$ cat src/rtl/vic_pkg.sv
package vic_pkg;

    localparam int NSRC   = 3;
    localparam int REG_W  = 8;
    localparam int VSEL_W = $clog2(NSRC + 1);

    localparam int SRC_EXT   = 0;
    localparam int SRC_SRATE = 1;
    localparam int SRC_TMR   = 2;

    // Packed from MSB: reserved, flags[2:0] (bits 6:4), enables[2:0] (bits 3:1), master (bit 0)
    typedef struct packed {
        logic            rsvd;
        logic [NSRC-1:0] flag;
        logic [NSRC-1:0] en;
        logic            master;
    } ctrl_t;

    // Lowest index (highest priority) set bit, one-hot
    function automatic logic [NSRC-1:0] first_one(input logic [NSRC-1:0] req);
        logic [NSRC-1:0] oh;
        logic            found;
        oh    = '0;
        found = 1'b0;
        for (int i = 0; i < NSRC; i++) begin
            if (req[i] && !found) begin
                oh[i] = 1'b1;
                found = 1'b1;
            end
        end
        return oh;
    endfunction

    // Vector select for a one-hot grant: source index plus one, 0 when idle
    function automatic logic [VSEL_W-1:0] vsel_of(input logic [NSRC-1:0] oh);
        logic [VSEL_W-1:0] v;
        v = '0;
        for (int i = 0; i < NSRC; i++) begin
            if (oh[i]) v = VSEL_W'(i + 1);
        end
        return v;
    endfunction

endpackage

$ cat src/rtl/vic_edge_sync.sv
module vic_edge_sync #(
    parameter int STAGES = 2
) (
    input  logic clk,
    input  logic rst,
    input  logic pin,
    output logic fall
);
    localparam int LAST = STAGES;

    // chain[0..STAGES-1]: synchronizer flops, chain[STAGES]: previous synchronized value
    logic [LAST:0] chain;

    always_ff @(posedge clk) begin
        if (rst) begin
            chain <= '1;
        end else begin
            chain <= {chain[LAST-1:0], pin};
        end
    end

    assign fall = chain[LAST] & ~chain[LAST-1];
endmodule

$ cat src/rtl/vic_prio_arb.sv
module vic_prio_arb
    import vic_pkg::*;
(
    input  ctrl_t           ctrl,
    input  logic            strobe,
    input  logic            stack_full,
    input  logic            pop,
    output logic [NSRC-1:0] grant
);
    logic            room;
    logic [NSRC-1:0] ready;

    assign room  = ~stack_full | pop;
    assign ready = ctrl.en & ctrl.flag;

    always_comb begin
        grant = '0;
        if (strobe && ctrl.master && room) begin
            grant = first_one(ready);
        end
    end
endmodule

$ cat src/rtl/vic_ctrl_reg.sv
module vic_ctrl_reg
    import vic_pkg::*;
(
    input  logic             clk,
    input  logic             rst,
    input  logic             we,
    input  logic [REG_W-1:0] wdata,
    input  logic [NSRC-1:0]  hw_set,
    input  logic [NSRC-1:0]  grant,
    input  logic             reti,
    output ctrl_t            q
);
    ctrl_t d;

    // Precedence, lowest first: software write, return-from-interrupt,
    // grant clear, hardware flag set.
    always_comb begin
        d = q;
        if (we) begin
            d = ctrl_t'(wdata);
        end
        d.rsvd = 1'b0;
        if (reti) begin
            d.master = 1'b1;
        end
        if (|grant) begin
            d.master = 1'b0;
        end
        d.flag = (d.flag & ~grant) | hw_set;
    end

    always_ff @(posedge clk) begin
        if (rst) begin
            q <= '0;
        end else begin
            q <= d;
        end
    end
endmodule

$ cat src/rtl/vec_irq_ctrl.sv
module vec_irq_ctrl
    import vic_pkg::*;
#(
    parameter int SYNC_STAGES = 2
) (
    input  logic              clk,
    input  logic              rst,
    input  logic              irq_pin_n,
    input  logic              srate_ovf,
    input  logic              tmr_ovf,
    input  logic              t2_strobe,
    input  logic              stack_full,
    input  logic              reti,
    input  logic              ret,
    input  logic              reg_we,
    input  logic [REG_W-1:0]  reg_wdata,
    output logic [REG_W-1:0]  reg_rdata,
    output logic              ack,
    output logic [VSEL_W-1:0] vec_sel
);
    ctrl_t           ctrl_q;
    logic            ext_fall;
    logic [NSRC-1:0] hw_set;
    logic [NSRC-1:0] grant;
    logic            pop;

    vic_edge_sync #(.STAGES(SYNC_STAGES)) u_sync (
        .clk  (clk),
        .rst  (rst),
        .pin  (irq_pin_n),
        .fall (ext_fall)
    );

    always_comb begin
        hw_set            = '0;
        hw_set[SRC_EXT]   = ext_fall;
        hw_set[SRC_SRATE] = srate_ovf;
        hw_set[SRC_TMR]   = tmr_ovf;
    end

    assign pop = ret | reti;

    vic_prio_arb u_arb (
        .ctrl       (ctrl_q),
        .strobe     (t2_strobe),
        .stack_full (stack_full),
        .pop        (pop),
        .grant      (grant)
    );

    vic_ctrl_reg u_reg (
        .clk    (clk),
        .rst    (rst),
        .we     (reg_we),
        .wdata  (reg_wdata),
        .hw_set (hw_set),
        .grant  (grant),
        .reti   (reti),
        .q      (ctrl_q)
    );

    always_ff @(posedge clk) begin
        if (rst) begin
            ack     <= 1'b0;
            vec_sel <= '0;
        end else begin
            ack     <= |grant;
            vec_sel <= vsel_of(grant);
        end
    end

    assign reg_rdata = REG_W'(ctrl_q);
endmodule

$ cat config.mk
export PLATFORM = sky130hd
export DESIGN_NAME = vec_irq_ctrl
export DESIGN_NICKNAME = d
export VERILOG_FILES = /design/src/rtl/vic_pkg.sv /design/src/rtl/vic_edge_sync.sv /design/src/rtl/vic_prio_arb.sv /design/src/rtl/vic_ctrl_reg.sv /design/src/rtl/vec_irq_ctrl.sv
export SDC_FILE = /design/constraint.sdc
export NUM_CORES = 1
export LEC_CHECK = 0
export ABC_AREA = 1
export BUFFER_PORTS_ARGS = -buffer_cell sky130_fd_sc_hd__buf_2
export CAP_MARGIN = 20
export CORE_UTILIZATION = 37
export CTS_CLUSTER_DIAMETER = 60
export DETAILED_ROUTE_END_ITERATION = 10
export GPL_TIMING_DRIVEN = 0
export PLACE_DENSITY = 0.7
export SLEW_MARGIN = 20
export SYNTH_ARGS = -nofsm -noshare
export SYNTH_HDL_FRONTEND = slang
export SYNTH_SLANG_ARGS = --single-unit
$ cat constraint.sdc
create_clock -name clk -period 0.8 [get_ports clk]
set_input_delay 0.16 -clock clk [delete_from_list [all_inputs] [get_ports clk]]
set_output_delay 0.16 -clock clk [all_outputs]
set_load 0.05 [all_outputs]
Word level (Yosys, flattened, before mapping) --
Cells that the tools add are included.
Operators by class: bitwise operators 9, reduce and logical (&&, ||, !) cells 9, mux-type cells 12
Operators by type and width (count):
- two-way mux 1 bit | 8
- two-way mux 7 bit | 1
- bitwise AND 3 bit | 2
- logical AND 1 bit | 4
- two-way mux 2 bit | 2
- OR reduction 4 bit | 1
- two-way mux 3 bit | 1
- NOT 3 bit | 1
- bitwise OR 3 bit | 1
- OR reduction 3 bit | 1
- zero test 1 bit | 2
- NOT 1 bit | 2
- bitwise OR 1 bit | 2
- nonzero test 2 bit | 1
- bitwise AND 1 bit | 1
Word-level totals: word-level logic and storage cells 36, register bits 13, output and inout bits 11, input port bits 18

Depth between registers and ports, before layout --
Gate-level depths: netlist of the first run.
depth in word-level cells 15, gate-level depth with buffers 6, gate-level depth less buffers 6

Modules after synthesis --
From an unflattened synthesis of the first run, not the netlist that was laid out.
Second synthesis, totals: cells, all modules 86, area total of the unflattened synthesis 570.5 µm²
Modules (own cells, without submodules):
- vic_ctrl_reg | sequential area each 140.1 µm², instances 1, area an instance 314.1 µm², cells each 48
- vec_irq_ctrl | sequential area each 60.1 µm², instances 1, area an instance 105.1 µm², cells each 12
- vic_edge_sync | sequential area each 60.1 µm², instances 1, area an instance 93.8 µm², cells each 12
- vic_prio_arb | sequential area each 0.0 µm², instances 1, area an instance 57.6 µm², cells each 14

Worst setup path before layout of the first run --
Ideal clock, no wire load.
path kind reg2reg, from register u_reg.q[0] in the netlist's numbering, to register u_reg.q[5] in the netlist's numbering, setup time 0.118 ns, path slack -0.473 ns, stages on the path, launching flop included 6, data required time 0.682 ns, period minus slack after synthesis 1.273 ns, path buffers 0, data arrival time 1.156 ns, cell sequence dfxtp_1 -> nand2_1 -> a21oi_4 -> nand2_2 -> nand2_1 -> a21oi_1
Between the ends: longest elaborated chain between the ends 6
Ends and longest elaborated chain:
- from (decl) | line vic_ctrl_reg.sv:11 | output ctrl_t q
- from (signal assigned) | line vic_ctrl_reg.sv:34 | q <= '0;
- from (signal assigned) | line vic_ctrl_reg.sv:36 | q <= d;
- logical AND 1 bit (2 in series) | line vic_prio_arb.sv:18 | if (strobe && ctrl.master && room) begin
- two-way mux 3 bit | line vic_prio_arb.sv:18
- NOT 3 bit | line vic_ctrl_reg.sv:29 | d.flag = (d.flag & ~grant) | hw_set;
- bitwise AND 3 bit | line vic_ctrl_reg.sv:29
- bitwise OR 3 bit | line vic_ctrl_reg.sv:29
Every way passes these cells. A chain may end at the register's enable or synchronous reset.

Worst setup path in the final report of the first run --
from register u_reg.q[2] in the netlist's numbering, to output port reg_rdata[2]
RTL lines:
- to (decl) | line vec_irq_ctrl.sv:17 | output logic [REG_W-1:0] reg_rdata,
No word-level cell between the ends.

==> results of run 1 <==
==> cell families (layout without fill, tap and decap cells) <==
kind of cell | Yosys count | in the layout
buf+inv | 8 | 37
compound gates | 11 | 11
other cells | 1 | 1
simple gates | 39 | 39
flops | 13 | 13
==> Yosys cell counts <==
| library cell | number | share of area, % |
|---|---|---|
| nor2_1 | 9 | 6.4 |
| a21oi_4 | 1 | 3.1 |
| o21ai_1 | 1 | 0.95 |
| buf_4 | 1 | 1.4 |
| or2_2 | 2 | 2.4 |
| nand2_1 | 25 | 18 |
| inv_2 | 1 | 0.71 |
| dfxtp_1 | 13 | 49 |
| o21ai_0 | 3 | 2.8 |
| o21ai_2 | 1 | 1.7 |
| nor2_2 | 2 | 2.4 |
| buf_2 | 1 | 0.95 |
| conb_1 | 1 | 0.71 |
| a21oi_1 | 5 | 4.7 |
| inv_1 | 5 | 3.6 |
| nand2_2 | 1 | 1.2 |
==> power by group through the flow <==
stage	Combinational, mW	Sequential [mW]	Clock (mW)
floorplan	0.0993	0.812	0
global placement	0.278	0.714	0
detailed placement	0.283	0.715	0
CTS	0.332	0.710	0.416
global route	0.369	0.722	0.437
finish	0.343	0.715	0.408
==> per-stage QoR <==
stage	setup slack, ns	std cells
4_1_cts	-0.167	116
3_3_place_gp	-0.0993	112
6_report	-0.173	116
2_1_floorplan	-0.149	72
3_5_place_dp	-0.134	112
5_1_grt	-0.203	116
==> final timing paths <==
kind	from	to	slack, ns	cells past startpoint
min reg2reg	u_sync.chain[0]	u_sync.chain[1]	0.41	1
min	irq_pin_n	u_sync.chain[0]	0.07	2
max reg2reg	u_reg.q[4]	u_reg.q[0]	-0.15	6
max	u_reg.q[2]	reg_rdata[2]	-0.17	1
==> layout by cell type (no fill, tap or decap) <==
cell type  count
a21oi_1        5
conb_1         1
nand2_2        1
clkbuf_4       3
nand2_1       21
nor2_1         8
o21ai_0        3
buf_8          9
nor2_4         1
a21oi_4        1
o21ai_1        1
dfxtp_4        7
dfxtp_2        3
nand2_4        4
or2_2          2
inv_2          2
buf_2         16
clkbuf_1       1
buf_6          1
buf_4          1
nor2_2         2
o21ai_2        1
dfxtp_1        3
inv_1          4
==> flip-flops by register name, summed over array words and instances (netlist names) <==
signal / count
ack: 1
vec_sel: 2
u_sync.chain: 3
u_reg.q: 7
==> cell type report <==
| type | instances | share of cell area (%) |
|---|---|---|
| multi-input combinational | 51 | 31.3 |
| sequential | 13 | 33.7 |
| buffer | 2 | 1.45 |
| clock buffer | 4 | 3.05 |
| timing repair buffer | 25 | 25.7 |
| tap | 15 | 2.18 |
| inverter | 6 | 2.61 |
==> routing by layer <==
metal | up-vias | share of wire, % | GRT usage (%)
met1 | 219 | 40 | 20.3
met5 | - | 0 | 0
met3 | 5 | 6.1 | 4.55
li1 | 278 | - | -
met2 | 23 | 51 | 32.8
met4 | 0 | 2.3 | 11.2
==> what timing repair did <==
action,in CTS,in global routing
resized for setup,29,10
endpoints found under the hold margin,0,0
setup endpoints to repair,17,17
buffers inserted,0,0
pin swaps,1,2
==> impl_metrics.json, run 1 <==
{
  "status": "finished, violations left",
  "violations": "negative setup slack",
  "drt-initial-drc-count": 8,
  "initial_utilization_pct": 40.1,
  "portBuffers": 25,
  "power_leakage_nw": 0.444,
  "report.final.hold_viol_count": 0,
  "htreeDepth": 1,
  "synth_xor_area_share_pct": 0,
  "setup_ws_ns": -0.173,
  "grt_overflow": 0,
  "slew_viol_final": 0,
  "cts_sinks": 13,
  "hold_path_class": "input pin to register",
  "slowest_stage": "dfxtp_4",
  "fillers": 111,
  "final_layout_size_suffix_gt1_share_pct": 53.5,
  "syn_nets": 90,
  "yosys.area_share.simple_pct": 30.1,
  "pwr-share-comb_pct": 23.4,
  "muxShareOfSynthArea_pct": 0,
  "ys_seq_area_share_pct": 49.3,
  "tns_ns": -2.20,
  "place_area_um2": 711,
  "fin_crit_ns": 0.973,
  "cts.clk_slew.worst_paths_ns": 0.08,
  "power_switching_share_pct": 31.0,
  "rows": 13,
  "ant_nets": 0,
  "fin_crit_sh_pct": 122,
  "final_nets": 120,
  "internal_power_mw": 1.01,
  "route.detailed.drc": 0,
  "gp_congestion": 0.758,
  "rsz0062_at_grt": "true",
  "clock_latency_ns": 0.28,
  "vias_per_cell": 4.53,
  "post-dp-hpwl_um": 863,
  "clk_path_buf_depth": 2,
  "wl_mm": 1.19,
  "max_stage_delay_ns": 0.38,
  "grtUsageTotal_pct": 18.9,
  "syn_area_per_cell_um2": 7.33,
  "fin_skew_ns": 0.00404,
  "synth-adder-area-share_pct": 0,
  "crit_path_end_kind": "output port",
  "synth_top_family_by_area": "simple AND/OR/NAND/NOR gates",
  "multi_input_area_um2": 270,
  "antenna_found_initial": 0,
  "die_area_um2": 1580,
  "die_y_um": 39.8,
  "chipWidth_um": 39.8,
  "path_class": "register to output port",
  "seq_area_um2": 290,
  "power.switching_mw": 0.454,
  "grt_pass1_wl_mm": 1.91,
  "drv_cap": 0,
  "p_per_area_nw_per_um2": 1700,
  "p_total_mw": 1.47,
  "io_pins": 29,
  "synth_seq_cells": 13,
  "worstPathRequired_ns": 0.64,
  "cp_cell_sequence": "buf_8",
  "post_drt_wl_per_cell_um": 10.2,
  "fmax_mhz": 1030,
  "cts_tree": "done",
  "setup_violations": 17,
  "p_clk_share_pct": 27.8,
  "cts_root_buf": "clkbuf_4",
  "cp-start-kind": "register",
  "vias": 525,
  "crit_buf_inv": 1,
  "area_growth_pct": 63.3,
  "final_util_pct": 65.4,
  "fin_area_um2": 862,
  "synth_cells": 72,
  "yosys_warnings": 0,
  "first_pass_iters": 4,
  "cp_max_fo": 3,
  "ys_types": 16,
  "core_um2": 1320,
  "seqPwrFrac_pct": 48.8,
  "synth-compound-area-share_pct": 13.3,
  "antenna_cells": 0,
  "grt_max_degree": 10,
  "cts_buffers": 3,
  "grt_pass1_vias": 470,
  "ir_worst_vdd_mv": 0.965,
  "arrival_ns": 0.81,
  "syn_area_um2": 528,
  "hold_ws_ns": 0.0653,
  "holdBufCountCts": 0,
  "critical_path.top_delay_family": "flip-flops"
}
No activity file was read; power rests on OpenSTA's default activity.
==> run 2: changes to the inputs <==
--- a/config.mk
+++ b/config.mk
@@ -5,14 +5,14 @@
 export SDC_FILE = /design/constraint.sdc
 export NUM_CORES = 1
 export LEC_CHECK = 0
-export ABC_AREA = 1
 export BUFFER_PORTS_ARGS = -buffer_cell sky130_fd_sc_hd__buf_2
 export CAP_MARGIN = 20
-export CORE_UTILIZATION = 37
+export CORE_UTILIZATION = 38
 export CTS_CLUSTER_DIAMETER = 60
 export DETAILED_ROUTE_END_ITERATION = 10
 export GPL_TIMING_DRIVEN = 0
-export PLACE_DENSITY = 0.7
+export PLACE_DENSITY = 0.71
+export REMOVE_ABC_BUFFERS = 1
 export SLEW_MARGIN = 20
 export SYNTH_ARGS = -nofsm -noshare
 export SYNTH_HDL_FRONTEND = slang
==> run 2 against run 1 <==
The flow still finishes with violations (negative setup slack); synthesized cell count down 24%; largest power group unchanged; fmax up 1.2%; sequential power about the same; critical path depth stayed put; hold slack better by 0.0052 ns; global-route usage is 1.2 points higher; clock skew grew 0.0040 ns.
==> impl_metrics.json, run 2 <==
{
  "internal_power_mw": 1.04,
  "route.detailed.drc": 0,
  "yosys_warnings": 0,
  "gp_congestion": 0.684,
  "power.switching_mw": 0.450,
  "arrival_ns": 0.80,
  "area_growth_pct": 60.4,
  "die_area_um2": 1650,
  "slowest_stage": "dfxtp_2",
  "power_leakage_nw": 0.401,
  "fin_skew_ns": 0.00801,
  "ys_seq_area_share_pct": 46.0,
  "vias_per_cell": 5.11,
  "fmax_mhz": 1040,
  "place_area_um2": 691,
  "ys_async_sr_fraction_pct": 0,
  "post-dp-hpwl_um": 796,
  "grt_max_degree": 12,
  "seq_area_um2": 285,
  "clock_latency_ns": 0.28,
  "cts_buffers": 3,
  "fin_crit_ns": 0.961,
  "grtUsageTotal_pct": 20.0,
  "hold_ws_ns": 0.0705,
  "path_class": "register to output port",
  "synth_edf_count": 0,
  "syn_area_per_cell_um2": 10.3,
  "seqPwrFrac_pct": 48.2,
  "report.final.hold_viol_count": 0,
  "initial_utilization_pct": 41.9,
  "drt-initial-drc-count": 3,
  "place_inst": 93,
  "chipWidth_um": 40.6,
  "max_stage_delay_ns": 0.37,
  "cts_sinks": 13,
  "wl_mm": 1.31,
  "final_common_cell": "buf_2",
  "cp-start-kind": "register",
  "synth_top_area_share_pct": 46.0,
  "largest-register": "u_reg.q",
  "rsz0062_at_grt": "true",
  "grt_pass1_wl_mm": 2.06,
  "hold_path_class": "input pin to register",
  "final_layout_size_suffix_gt1_share_pct": 72.0,
  "instances_no_fill": 97,
  "violations": "negative setup slack",
  "grt_overflow": 0,
  "crit_buf_inv": 1,
  "worstPathRequired_ns": 0.64,
  "rows": 13,
  "synthTopCellsByArea": "dfxtp_1, mux2i_1, a311oi_2, a211oi_1, nand2_1",
  "multi_input_area_um2": 343,
  "drv_cap": 0,
  "final_nets": 101,
  "yosysMostFrequentCell": "dfxtp_1",
  "crit_path_end_kind": "output port",
  "fillers": 108,
  "ys_types": 26,
  "power_switching_share_pct": 30.3,
  "synth_cells": 55,
  "first_pass_iters": 2,
  "io_pins": 29,
  "synth_seq_cells": 13,
  "antenna_cells": 0,
  "cts_tree": "done",
  "htreeDepth": 1,
  "setup_violations": 17,
  "mostFrequentLayoutCells": "buf_2, buf_8, dfxtp_2, dfxtp_4",
  "post_drt_wl_per_cell_um": 13.5,
  "p_total_mw": 1.49,
  "setup_ws_ns": -0.161,
  "syn_area_um2": 566,
  "clk_path_buf_depth": 2,
  "core_um2": 1350,
  "antenna_found_initial": 0,
  "ir_worst_vdd_mv": 1.33,
  "slew_viol_final": 0,
  "status": "finished, violations left",
  "fin_area_um2": 907,
  "p_per_area_nw_per_um2": 1640,
  "synth_ff_type": "dfxtp_1",
  "critical_path.top_delay_family": "flip-flops",
  "synthTopCellsByCount": "dfxtp_1, nand2_1, nor2_1",
  "cp_max_fo": 3,
  "largest_reg_flops": 7,
  "p_clk_share_pct": 26.7,
  "pwr-share-comb_pct": 25.1,
  "yosysTopAreaCell": "dfxtp_1",
  "ant_nets": 0,
  "largest_registers": "u_reg.q x7, u_sync.chain x3, vec_sel x2",
  "fin_crit_sh_pct": 120,
  "cts.clk_slew.worst_paths_ns": 0.08,
  "cts_root_buf": "clkbuf_4",
  "portBuffers": 26,
  "vias": 496,
  "grt_pass1_vias": 517,
  "cp_cell_sequence": "buf_8",
  "die_y_um": 40.6
}
run 2: cell count changes in the layout (fill, tap and decap cells not counted), moves of 3 or more:
cell / before / now
nand2_4: 4 / 1
nand2_1: 21 / 3
a21oi_1: 5 / 2
a211oi_2: 0 / 4
mux2i_1: 0 / 3
nor2_1: 8 / 4
inv_1: 4 / 1
o21ai_0: 3 / 0
run 2: final timing paths:
check	startpoint	end	slack [ns]	cells after the start
max	u_reg.q[6]	reg_rdata[6]	-0.16	1
min	irq_pin_n	u_sync.chain[0]	0.07	2
max reg2reg	u_reg.q[6]	u_reg.q[6]	-0.16	3
min reg2reg	u_sync.chain[0]	u_sync.chain[1]	0.42	1
run 2: cell families after synthesis:
| group | count (synthesis) | synth area share, % |
|---|---|---|
| simple gates | 22 | 22.1 |
| flops | 13 | 46.0 |
| compound gates | 11 | 18.4 |
| mux | 4 | 7.96 |
| buf+inv | 4 | 4.87 |
| other cells | 1 | 0.663 |
run 2: metrics by stage:
step | worst slack (ns) | TNS [ns] | utilization (%)
global placement | -0.176 | -0.991 | 51.2
global route | -0.208 | -2.76 | 67.2
finish | -0.161 | -2.08 | 67.2
detailed placement | -0.201 | -1.11 | 51.2
floorplan | -0.496 | -3.62 | -
CTS | -0.164 | -1.97 | 65.0
run 2: power groups by stage:
stage	clock network (mW)	logic (mW)	registers, mW
after floorplan	0	0.0990	0.803
after global placement	0	0.280	0.715
after detailed placement	0	0.283	0.716
after CTS	0.408	0.358	0.714
after global routing	0.452	0.398	0.722
final	0.397	0.373	0.716
run 2: routing by layer:
metal	vias to the layer above	GRT usage (%)	share of wire [%]
li1	247	-	-
met1	220	18.9	35
met2	22	37.7	57
met3	7	10.0	6.1
met4	0	5.00	2.0
met5	-	0	0
run 2: final cells by class:
type	count	area share, %
Inverter	1	0.414
Tap cell	15	2.07
Clock buffer	4	2.90
Sequential cell	13	31.4
Multi-Input combinational cell	38	37.8
Timing Repair Buffer	26	25.4
run 2: repair_timing:
action                     4_1_cts  5_1_grt
pin swaps                        5        3
hold buffers                     0        0
setup endpoints to repair       17       17
gates resized for setup         51        8
buffers inserted                 0        0
==> run 3: changes to the inputs <==
--- a/config.mk
+++ b/config.mk
@@ -7,12 +7,13 @@
 export LEC_CHECK = 0
 export BUFFER_PORTS_ARGS = -buffer_cell sky130_fd_sc_hd__buf_2
 export CAP_MARGIN = 20
-export CORE_UTILIZATION = 38
+export CORE_UTILIZATION = 42
 export CTS_CLUSTER_DIAMETER = 60
 export DETAILED_ROUTE_END_ITERATION = 10
 export GPL_TIMING_DRIVEN = 0
-export PLACE_DENSITY = 0.71
+export PLACE_DENSITY = 0.74
 export REMOVE_ABC_BUFFERS = 1
+export SKIP_CTS_REPAIR_TIMING = 1
 export SLEW_MARGIN = 20
 export SYNTH_ARGS = -nofsm -noshare
 export SYNTH_HDL_FRONTEND = slang
==> constraint.sdc (replaced) <==
create_clock -name clk -period 1.1 [get_ports clk]
set_input_delay 0.22 -clock clk [delete_from_list [all_inputs] [get_ports clk]]
set_output_delay 0.22 -clock clk [all_outputs]
set_load 0.05 [all_outputs]
==> run 3 against run 2 <==
The flow now finishes without violations; clock-buffer cell count stayed put; non-clock buffer count unchanged; first-iteration DRC count increased to 3.3 times the previous value; cell count is 1.0% lower; via count up 1.2%; clock power down 26%; clock skew is 0.0038 ns lower; sequential cell count unchanged; die area decreased by 9.1%; critical endpoint is now reg_rdata[4]; highest routed layer unchanged.
==> impl_metrics.json, run 3 (synthesis gave the netlist of run 2 again) <==
{
  "ant_nets": 0,
  "ir_worst_vdd_mv": 0.611,
  "seqPwrFrac_pct": 49.8,
  "p_total_mw": 1.03,
  "cts_root_buf": "clkbuf_4",
  "cp-start-kind": "register",
  "cts.clk_slew.worst_paths_ns": 0.08,
  "final_common_cell": "buf_2",
  "rows": 12,
  "area_growth_pct": 34.3,
  "die_y_um": 38.7,
  "largest_registers": "u_reg.q x7, u_sync.chain x3, vec_sel x2",
  "portBuffers": 26,
  "cp_max_fo": 4,
  "p_per_area_nw_per_um2": 1360,
  "crit_path_end_kind": "output port",
  "routed-wl-met2_um": 506,
  "first_pass_iters": 4,
  "io_pins": 29,
  "cts_buffers": 3,
  "setup_violations": 0,
  "crit_buf_inv": 1,
  "arrival_ns": 0.85,
  "largest_reg_flops": 7,
  "final_layout_size_suffix_gt1_share_pct": 52.4,
  "cts_tree": "done",
  "core_um2": 1170,
  "post-dp-hpwl_um": 792,
  "hold_path_class": "input pin to register",
  "worstPathRequired_ns": 0.88,
  "place_area_um2": 689,
  "slowest_stage": "dfxtp_1",
  "pwr-share-comb_pct": 21.9,
  "critical_path.top_delay_family": "flip-flops",
  "vias": 502,
  "drv_cap": 0,
  "die_area_um2": 1500,
  "clock_latency_ns": 0.27,
  "report.final.hold_viol_count": 0,
  "p_clk_share_pct": 28.3,
  "wl_met1_um": 529,
  "grtUsageTotal_pct": 17.8,
  "fmax_mhz": 932,
  "grt_pass1_vias": 415,
  "internal_power_mw": 0.726,
  "tns_ns": 0,
  "clk_path_buf_depth": 2,
  "slew_viol_final": 0,
  "path_class": "register to output port",
  "cp_cell_sequence": "buf_6",
  "grt_overflow": 0,
  "fin_area_um2": 759,
  "grt_pass1_wl_mm": 1.77,
  "htreeDepth": 1,
  "power_leakage_nw": 0.359,
  "final_util_pct": 64.9,
  "r2r_setup_slack_ns": 0.09,
  "wl_mm": 1.12,
  "antenna_found_initial": 0,
  "routed.top_layer": "met4",
  "fin_crit_ns": 1.07,
  "cts_sinks": 13,
  "initial_utilization_pct": 48.3,
  "route.met3.wl_um": 70,
  "status": "complete, no violations",
  "largest-register": "u_reg.q",
  "power_switching_share_pct": 29.8,
  "fin_crit_sh_pct": 97.5,
  "power.switching_mw": 0.308,
  "mostFrequentLayoutCells": "buf_2, dfxtp_1, nand2_1, buf_6, nor2_1",
  "final_nets": 101,
  "route.detailed.drc": 0,
  "post_drt_wl_per_cell_um": 11.6,
  "max_stage_delay_ns": 0.40,
  "fin_skew_ns": 0.00420,
  "grt_max_degree": 12,
  "hold_ws_ns": 0.134,
  "gp_congestion": 0.782,
  "drt-initial-drc-count": 10,
  "vias_per_cell": 5.23,
  "chipWidth_um": 38.7,
  "antenna_cells": 0
}
[run 3: cell count changes in the layout (fill, tap and decap cells not counted), moves of 2 or more]
cell and delta:
buf_8 -10, a211oi_1 +3, nor2b_1 +2, buf_4 +2, buf_6 +5, buf_2 +3, nand2_1 +2, a211oi_2 -3
dfxtp_4 -5, dfxtp_2 -3, dfxtp_1 +8
[run 3: worst paths after layout]
kind,from,endpoint,cells after the start
worst min register to register,u_sync.chain[0],u_sync.chain[1],1
worst max-delay path,u_reg.q[4],reg_rdata[4],1
worst min-delay path,irq_pin_n,u_sync.chain[0],2
worst max register to register,u_reg.q[0],u_reg.q[6],3
[run 3: cell type report]
class,count,area [um2]
well taps,14,17.5
fillers,97,412
flip-flops and latches,13,263
multi-input cells,38,283
inverters,1,3.75
clock buffers,4,26.3
repair buffers,26,166
[run 3: layer usage]
layer  global-route usage (%)  up-vias
met4                     12.9        0
met5                        0        -
met1                     23.4      234
li1                         -      246
met2                     25.0       20
met3                     4.05        2
[run 3: power by group through the flow]
stage	Combinational [mW]	Clock (mW)	Sequential, mW
after CTS	0.207	0.300	0.510
final	0.226	0.293	0.515
after global routing	0.241	0.323	0.519
after global placement	0.203	0	0.520
after detailed placement	0.205	0	0.521
after floorplan	0.0720	0	0.584
[run 3: stage by stage]
stage | instances | worst slack [ns]
floorplan | 52 | -0.196
global placement | 92 | 0.0684
detailed placement | 92 | 0.0595
CTS | 96 | -0.0649
global route | 96 | -0.0117
finish | 96 | 0.0271
